`src/rtl/rdc_start_seq_pkg.sv`:
```
package rdc_start_seq_pkg;

  typedef enum logic [1:0] {
    SEQ_HOLD   = 2'd0,
    SEQ_SETTLE = 2'd1,
    SEQ_ARMED  = 2'd2,
    SEQ_RUN    = 2'd3
  } seqState_t;

  // strobes from control to the output registers
  typedef struct packed {
    logic clearOut;
    logic loadOut;
  } outStb_t;

endpackage

```
`src/rtl/rdc_start_seq_ctrl.sv`:
```
module rdc_start_seq_ctrl
  import rdc_start_seq_pkg::*;
#(
  parameter int unsigned SETTLE_CYCLES  = 163840,
  parameter int unsigned RST_MIN_CYCLES = 82
) (
  input  logic      clk,
  input  logic      rstN,
  input  logic      sampleIn,
  output outStb_t   stb,
  output seqState_t state
);

  localparam int unsigned LOW_W = $clog2(RST_MIN_CYCLES + 1);
  localparam int unsigned SET_W = $clog2(SETTLE_CYCLES + 1);
  localparam logic [LOW_W-1:0] LOW_LAST = LOW_W'(RST_MIN_CYCLES - 1);
  localparam logic [SET_W-1:0] SET_LAST = SET_W'(SETTLE_CYCLES - 1);

  logic [LOW_W-1:0] lowCnt;
  logic [SET_W-1:0] settleCnt;
  logic             rstAccept;

  // reset request counts only once held low long enough
  assign rstAccept = !rstN && (lowCnt == LOW_LAST);

  always_ff @(posedge clk) begin
    if (rstN) begin
      lowCnt <= '0;
    end else if (lowCnt != LOW_LAST) begin
      lowCnt <= lowCnt + 1'b1;
    end
  end

  always_ff @(posedge clk) begin
    if (rstAccept) begin
      state     <= SEQ_HOLD;
      settleCnt <= '0;
    end else begin
      case (state)
        SEQ_HOLD: begin
          if (rstN) begin
            state     <= SEQ_SETTLE;
            settleCnt <= '0;
          end
        end
        SEQ_SETTLE: begin
          if (settleCnt == SET_LAST) begin
            state <= SEQ_ARMED;
          end else begin
            settleCnt <= settleCnt + 1'b1;
          end
        end
        SEQ_ARMED: begin
          if (sampleIn) begin
            state <= SEQ_RUN;
          end
        end
        default: state <= SEQ_RUN;
      endcase
    end
  end

  always_comb begin
    stb.clearOut = rstAccept;
    stb.loadOut  = !rstAccept && sampleIn &&
                   ((state == SEQ_ARMED) || (state == SEQ_RUN));
  end

endmodule

```
`src/rtl/rdc_start_seq_dp.sv`:
```
module rdc_start_seq_dp
  import rdc_start_seq_pkg::*;
#(
  parameter int unsigned POS_W = 12,
  parameter int unsigned VEL_W = 12
) (
  input  logic             clk,
  input  outStb_t          stb,
  input  logic [POS_W-1:0] posIn,
  input  logic [VEL_W-1:0] velIn,
  input  logic             trackOkIn,
  input  logic             signalOkIn,
  output logic [POS_W-1:0] posOut,
  output logic [VEL_W-1:0] velOut,
  output logic             trackOkOut,
  output logic             signalOkOut
);

  always_ff @(posedge clk) begin
    if (stb.clearOut) begin
      posOut      <= '0;
      velOut      <= '0;
      trackOkOut  <= 1'b0;
      signalOkOut <= 1'b0;
    end else if (stb.loadOut) begin
      posOut      <= posIn;
      velOut      <= velIn;
      trackOkOut  <= trackOkIn;
      signalOkOut <= signalOkIn;
    end
  end

endmodule

```
`src/rtl/rdc_start_seq.sv`:
```
module rdc_start_seq
  import rdc_start_seq_pkg::*;
#(
  parameter int unsigned POS_W          = 12,
  parameter int unsigned VEL_W          = 12,
  parameter int unsigned SETTLE_CYCLES  = 163840,
  parameter int unsigned RST_MIN_CYCLES = 82
) (
  input  logic             clk,
  input  logic             rstN,
  input  logic             sampleIn,
  input  logic [POS_W-1:0] posIn,
  input  logic [VEL_W-1:0] velIn,
  input  logic             trackOkIn,
  input  logic             signalOkIn,
  output logic [POS_W-1:0] posOut,
  output logic [VEL_W-1:0] velOut,
  output logic             trackOkOut,
  output logic             signalOkOut
);

  outStb_t   ctrlStb;
  seqState_t seqState;

  rdc_start_seq_ctrl #(
    .SETTLE_CYCLES (SETTLE_CYCLES),
    .RST_MIN_CYCLES(RST_MIN_CYCLES)
  ) u_ctrl (
    .clk     (clk),
    .rstN    (rstN),
    .sampleIn(sampleIn),
    .stb     (ctrlStb),
    .state   (seqState)
  );

  rdc_start_seq_dp #(
    .POS_W(POS_W),
    .VEL_W(VEL_W)
  ) u_dp (
    .clk        (clk),
    .stb        (ctrlStb),
    .posIn      (posIn),
    .velIn      (velIn),
    .trackOkIn  (trackOkIn),
    .signalOkIn (signalOkIn),
    .posOut     (posOut),
    .velOut     (velOut),
    .trackOkOut (trackOkOut),
    .signalOkOut(signalOkOut)
  );

endmodule

```
`config.mk`:
```
export PLATFORM = sky130hd
export DESIGN_NAME = rdc_start_seq
export DESIGN_NICKNAME = d
export VERILOG_FILES = /design/src/rtl/rdc_start_seq_pkg.sv /design/src/rtl/rdc_start_seq_ctrl.sv /design/src/rtl/rdc_start_seq_dp.sv /design/src/rtl/rdc_start_seq.sv
export SDC_FILE = /design/constraint.sdc
export NUM_CORES = 1
export LEC_CHECK = 0
export BUFFER_PORTS_ARGS = -buffer_cell sky130_fd_sc_hd__buf_2
export CAP_MARGIN = 20
export CORE_ASPECT_RATIO = 1.1
export CORE_MARGIN = 4
export CORE_UTILIZATION = 49
export CTS_BUF_LIST = sky130_fd_sc_hd__clkbuf_8
export DETAILED_ROUTE_END_ITERATION = 8
export GPL_ROUTABILITY_DRIVEN = 1
export PLACE_DENSITY = 0.89
export REMOVE_ABC_BUFFERS = 1
export SKIP_LAST_GASP = 1
export SYNTH_ARGS = -nofsm -noshare
export SYNTH_HDL_FRONTEND = slang
export SYNTH_SLANG_ARGS = --single-unit
```
`constraint.sdc`:
```
create_clock -name clk -period 2.1 [get_ports clk]
set_clock_uncertainty 0.1 [all_clocks]
set_input_delay 0.42 -clock clk [delete_from_list [all_inputs] [get_ports clk]]
set_output_delay 0.42 -clock clk [all_outputs]
set_load 0.01 [all_outputs]
```
Yosys cells after proc, flatten, opt, wreduce, memory -nomap -nowiden
Cells that the tools add are included.
Widths: inputs -> output; s select.

word-level totals
  bits in writable memories = 0
  memory bits (read-only) = 0
  memories kept = 0
  bits in latches = 0
  logic and storage cells = 36
  output and inout port bits = 26
  register bits = 53

cells by class
  add/subtract/negate cells = 2
  magnitude comparators = 0
  bitwise gates (word level) = 0
  multipliers = 0
  reduce and logical (&&, ||, !) cells = 10
  equality and inequality tests = 10
  shifts and indexed selects = 0
  muxes and demuxes = 7
  div/mod/pow operators = 0

operators with widths
  kind                   number
  $mux 18                2
  $pmux 18 s2            1
  $add 18x1->18 const B  1
  $eq 18x18->1 const B   1
  $add 7x1->7 const B    1
  $eq 7x7->1 const B     1
  $ne 7x7->1 const B     1
  $mux 2                 3
  $ne 2x2->1 const B     3
  $pmux 2 s3             1
  $reduce_and 3->1       2
  $eq 2x2->1 const B     2
  $logic_and 1x1->1      3
  $eq 2x1->1 const B     1
  $logic_not 1->1        2
  $logic_not 2->1        1
  $ne 2x1->1 const B     1
  $reduce_bool 2->1      1
  $logic_or 1x1->1       1

Longest topological paths before layout
  word-level depth = 5
  mapped depth = 9
  depth with buffers taken out = 7

Modules after synthesis
A second synthesis with hierarchy kept.

unflattened totals
  cell total of the unflattened synthesis = 257
  area, all modules = 2,416.1 µm²

by module, submodules not included
  module              times used  cells an instance  area an instance (µm²)
  rdc_start_seq_ctrl  1           173                1,472.7
  rdc_start_seq_dp    1           84                 943.4

Worst setup path before layout
OpenSTA, ideal clock, no wires.

  kind = register to register
  from = register u_ctrl.settleCnt[0]
  to = register u_ctrl.settleCnt[16]
  path slack = 0.121 ns
  arrival = 1.764 ns
  stages on the path, launching flop included = 7
  library setup time = 0.115 ns
  buffers on the path = 0
  path through = dfxtp_1 ha_1 nand3_1 or4_4 or3_1 xor2_1 nor2_2

between the ends
  word-level cells in the longest chain between the ends = 3
  elaborated cells between the ends (all ways) = 6
  those cells by class = add/sub: 1; eq/ne: 2; mux: 2; reduce/logical: 1

ends and longest elaborated chain
  what                                             line                                                source
  start, declared                                  rdc_start_seq_ctrl.sv:20                            logic [SET_W-1:0] settleCnt;
  start signal, assigned                           rdc_start_seq_ctrl.sv:50                            settleCnt <= settleCnt + 1'b1;
  $add 18x1->18 or $eq 18x18->1 (tied branches)    rdc_start_seq_ctrl.sv:50, rdc_start_seq_ctrl.sv:47
  $mux 18 or $ne 2x2->1 (tied branches)            --
  $pmux 18 s2 or $reduce_and 3->1 (tied branches)  --

Parallel ways exist; a longest one is shown, timed or not. The select of a mux whose other input is x is not followed.
A chain may end at the register's enable or synchronous reset.

Worst setup path in the final report
  from = register u_ctrl.settleCnt[7]
  to = register u_ctrl.settleCnt[16]

Same word-level chain as after synthesis.

==> summary.md <==
| Metric | Value |
|---|---|
| Net switching share of the total power | `between 20% and 30%` |
| Worst supply voltage drop on vdd | `around 450 uV` |
| Post-layout net count | `between 300 and 400` |
| Min Tclk post-route | `around 2000 ps` |
| Number of antenna violations at the first check in global routing | `0` |
| RSZ-0062 raised after global routing | `false` |
| Source-to-sink clock delay at the later pin of the worst-skew pair | `about 310 ps` |
| Sort of element at the end of the critical path | `flop` |
| Detailed-route DRC error count | `0` |
| List of cells traversed by the critical path | `nand3_4 -> or4_4 -> or3_1 -> xor2_1 -> nor2_2` |
| Total wire length after detailed routing | `around 5.0 mm` |
| Yosys Warn Count | `0` |
| Final routed wire length divided by cell count | `~13 um` |
| Type of origin of the critical path | `flop` |
| Number of buffers added on ports | `54` |
| Share of post-route cells with drive strength above 1 | `between 20% and 30%` |
| Final period util | `roughly 95%` |
| Final cell utilization of the core | `about 61%` |
| Residual overflow from global routing | `0` |
| First-pass GRT wire length | `8.58 mm` |
| Leakage power total | `roughly 0.0012 uW` |
| Seq cells post-synth | `53` |
| Cell Rows | `25` |
| Reg power frac | `57.9%` |
| Detailed Place HPWL | `3.58 mm` |
| Area of the mapped netlist | `approximately 2300 um^2` |
| Hold crit path type | `input port to flop` |
| Clock sink count | `53` |
| Dominant register cell in the synthesized netlist | `sky130_fd_sc_hd__dfxtp_1` |
| Share of the yosys chip area belonging to registers | `a little under half` |
| Slew @ Worst Pin | `slightly below 500 ps` |
| Number of DRC markers after the initial detailed-route iteration | `approximately 130` |
| Top-Level Pins | `55` |
| Clock slew at the register clock pins of the worst setup and hold paths | `around 90 ps` |
| Int Pwr | `around 1500 uW` |
| Number of inserted diodes | `0` |
| Number of failing hold endpoints at the final stage | `0` |
| Pin count of the biggest net entering global routing | `between 50 and 60` |
| Antenna viol nets, final | `0` |
| Final Max Slew Viols | `0` |
| Maximum capacitance violations | `0` |
| Std-Cell Core Area | `4380 um^2` |
| Crit path max fanout | `6` |
| Power per Cell Area | `817 nW/um^2` |
| Data required time of the worst path | `roughly 2200 ps` |
| Part of the total power dissipated in the clock network | `between 20% and 30%` |
| Finish-stage setup viols | `0` |
| Maximum clock frequency | `about 500 MHz` |
| Post-Syn Instances | `~280` |
| Clock tree from TritonCTS | `yes` |
| Commonest cells after routing, fill and taps aside | `68 x sky130_fd_sc_hd__nand2_1, 54 x sky130_fd_sc_hd__buf_2, 50 x sky130_fd_sc_hd__dfxtp_1, 39 x sky130_fd_sc_hd__o21ai_0, 20 x sky130_fd_sc_hd__nor2_1` |
| Clock Path Buffers | `2` |
| DIE AREA | `approximately 5800 um^2` |
| Final TNS setup | `0 ps` |
| Buffering stage count on the worst path with inverters included | `0` |
| Largest stage delay on the critical path | `570 ps` |
| GRT Overall Usage | `between 10% and 20%` |
| Worst-case headroom to the max-slew limit | `around two thirds` |
| Async set-reset flop share out of synthesis | `0%` |
| H-tree Lvls | `2` |
| DR pass1 iterations | `4` |
| Final weighted congestion of routability-driven global placement | `a little under 0.9` |
| Most frequent standard cell in the layout excluding fill and tap cells | `sky130_fd_sc_hd__nand2_1` |
| Starting utilization of the core area | `51.5%` |
| WS Path Type | `flop to flop` |
| Distinct cell type count after synthesis | `38` |
| Average via count per standard cell | `roughly 5.4` |
| Horiz. Die Dim | `72.7 um` |
| Number of enable flip-flop cells after synthesis | `0` |
| Cell type of the slowest stage on the worst timing path | `sky130_fd_sc_hd__or4_4` |
| Power share of the combinational group | `17.1%` |
| Family with the most delay on the worst path | `simple AND/OR/NAND/NOR gates` |
| Number of setup buffers added after CTS | `0` |
| Crit path arrival time | `between 2000 and 2500 ps` |
| Overall via count from detail_route | `2,064` |
| Synthesized area per cell | `about 8.1 um^2` |
| Area delta synth->final | `18.9%` |
| Root buffer selected by CTS | `sky130_fd_sc_hd__clkbuf_8` |
| Die extent in y | `79.1 um` |
| Number of clock buffers inserted by TritonCTS | `5` |
| Vias in the first global route | `about 2,000` |
| Result of the run | `completed` |
| Net switching power | `646 uW` |
[layer usage]
layer	part of all wire, %	global-route usage, %	vias to the layer above	wire length (um)
met3	6.2	4.81	9	312
met2	49	30.5	61	2480
met1	42	22.4	930	2130
li1	-	-	1064	-
met4	1.9	7.75	0	96
met5	0	0	-	0
[synth_stat cells (2+ instances only)]
cell type / n / area [um^2]
sky130_fd_sc_hd__nor2_1: 20 / 75.1
sky130_fd_sc_hd__nand4_1: 2 / 12.5
sky130_fd_sc_hd__nand4b_1: 2 / 17.5
sky130_fd_sc_hd__nand2b_1: 2 / 12.5
sky130_fd_sc_hd__a31oi_1: 3 / 18.8
sky130_fd_sc_hd__and3_1: 5 / 31.3
sky130_fd_sc_hd__nor2b_1: 2 / 12.5
sky130_fd_sc_hd__buf_2: 2 / 10.0
sky130_fd_sc_hd__xor2_1: 5 / 43.8
sky130_fd_sc_hd__nand2_1: 68 / 255
sky130_fd_sc_hd__a311oi_1: 5 / 43.8
sky130_fd_sc_hd__ha_1: 3 / 37.5
sky130_fd_sc_hd__clkbuf_1: 13 / 48.8
sky130_fd_sc_hd__dfxtp_1: 53 / 1060
sky130_fd_sc_hd__nand3_1: 8 / 40.0
sky130_fd_sc_hd__xnor2_1: 4 / 35.0
sky130_fd_sc_hd__a21oi_1: 15 / 75.1
sky130_fd_sc_hd__a21oi_2: 2 / 17.5
sky130_fd_sc_hd__nor4_4: 2 / 42.5
sky130_fd_sc_hd__a211oi_1: 2 / 15.0
sky130_fd_sc_hd__nor3_1: 3 / 15.0
sky130_fd_sc_hd__a41oi_1: 2 / 17.5
sky130_fd_sc_hd__o21ai_0: 39 / 195
[power groups by stage]
stage          Sequential (uW)  Clock (uW)  Combinational, uW
5_1_grt                   1290         598                426
3_5_place_dp              1280           0                373
4_1_cts                   1250         562                373
3_3_place_gp              1270           0                360
6_report                  1270         547                374
2_1_floorplan             1300           0                188
[cell type report]
type | count | area [um^2]
Multi-Input combinational cell | 207 | 1140
Timing Repair Buffer | 61 | 323
Sequential cell | 53 | 1070
Clock buffer | 5 | 68.8
Inverter | 1 | 3.75
Fill cell | 382 | 1700
Tap cell | 54 | 67.6
Clock inverter | 3 | 15.0
[worst paths after layout]
kind | from | end | slack [ps] | cells past startpoint
worst max-delay path | u_ctrl.settleCnt[7] | u_ctrl.settleCnt[16] | 100 | 5
worst min-delay path | posIn[6] | u_dp.posOut[6] | 200 | 3
worst max register to register | u_ctrl.settleCnt[7] | u_ctrl.settleCnt[16] | 100 | 5
worst min register to register | u_dp.posOut[3] | u_dp.posOut[3] | 360 | 2
[worst reg2reg max path, stage by stage (launching register included)]
cell                      delay (ps)
sky130_fd_sc_hd__dfxtp_1         470
sky130_fd_sc_hd__nand3_4         170
sky130_fd_sc_hd__or4_4           570
sky130_fd_sc_hd__or3_1           380
sky130_fd_sc_hd__xor2_1          180
sky130_fd_sc_hd__nor2_2           40
[through the flow]
stage	instance area, um^2	worst slack, ps	total power, uW	hold WS [ps]	std cells
6_report	2680	98.4	2190	197	384
3_5_place_dp	2580	32.6	1650	347	376
4_1_cts	2670	26.0	2190	195	384
3_3_place_gp	2580	106	1630	341	376
5_1_grt	2680	13.4	2320	201	384
2_1_floorplan	2190	-609	1480	348	261
[kinds of logic after synthesis]
group / after synthesis / share of synthesized area [%]
AOI/OAI and AO/OA: 71 / 18.0
xor gates and xnor gates: 9 / 3.50
adders and majority gates: 3 / 1.66
buffers and inverters: 17 / 2.94
DFF: 53 / 47.1
and+or+nand+nor: 124 / 26.9
[registers in the layout, summed over array words and instances, names as in the netlist]
signal / count
u_ctrl.lowCnt: 7
u_ctrl.settleCnt: 18
u_ctrl.state: 2
u_dp.posOut: 12
u_dp.signalOkOut: 1
u_dp.trackOkOut: 1
u_dp.velOut: 12
[what timing repair did]
item                                    4_1_cts  5_1_grt
resized for setup                             0        7
hold buffers                                  0        0
endpoints found under the setup margin        0       15
Power figures use the tool's default switching activity.
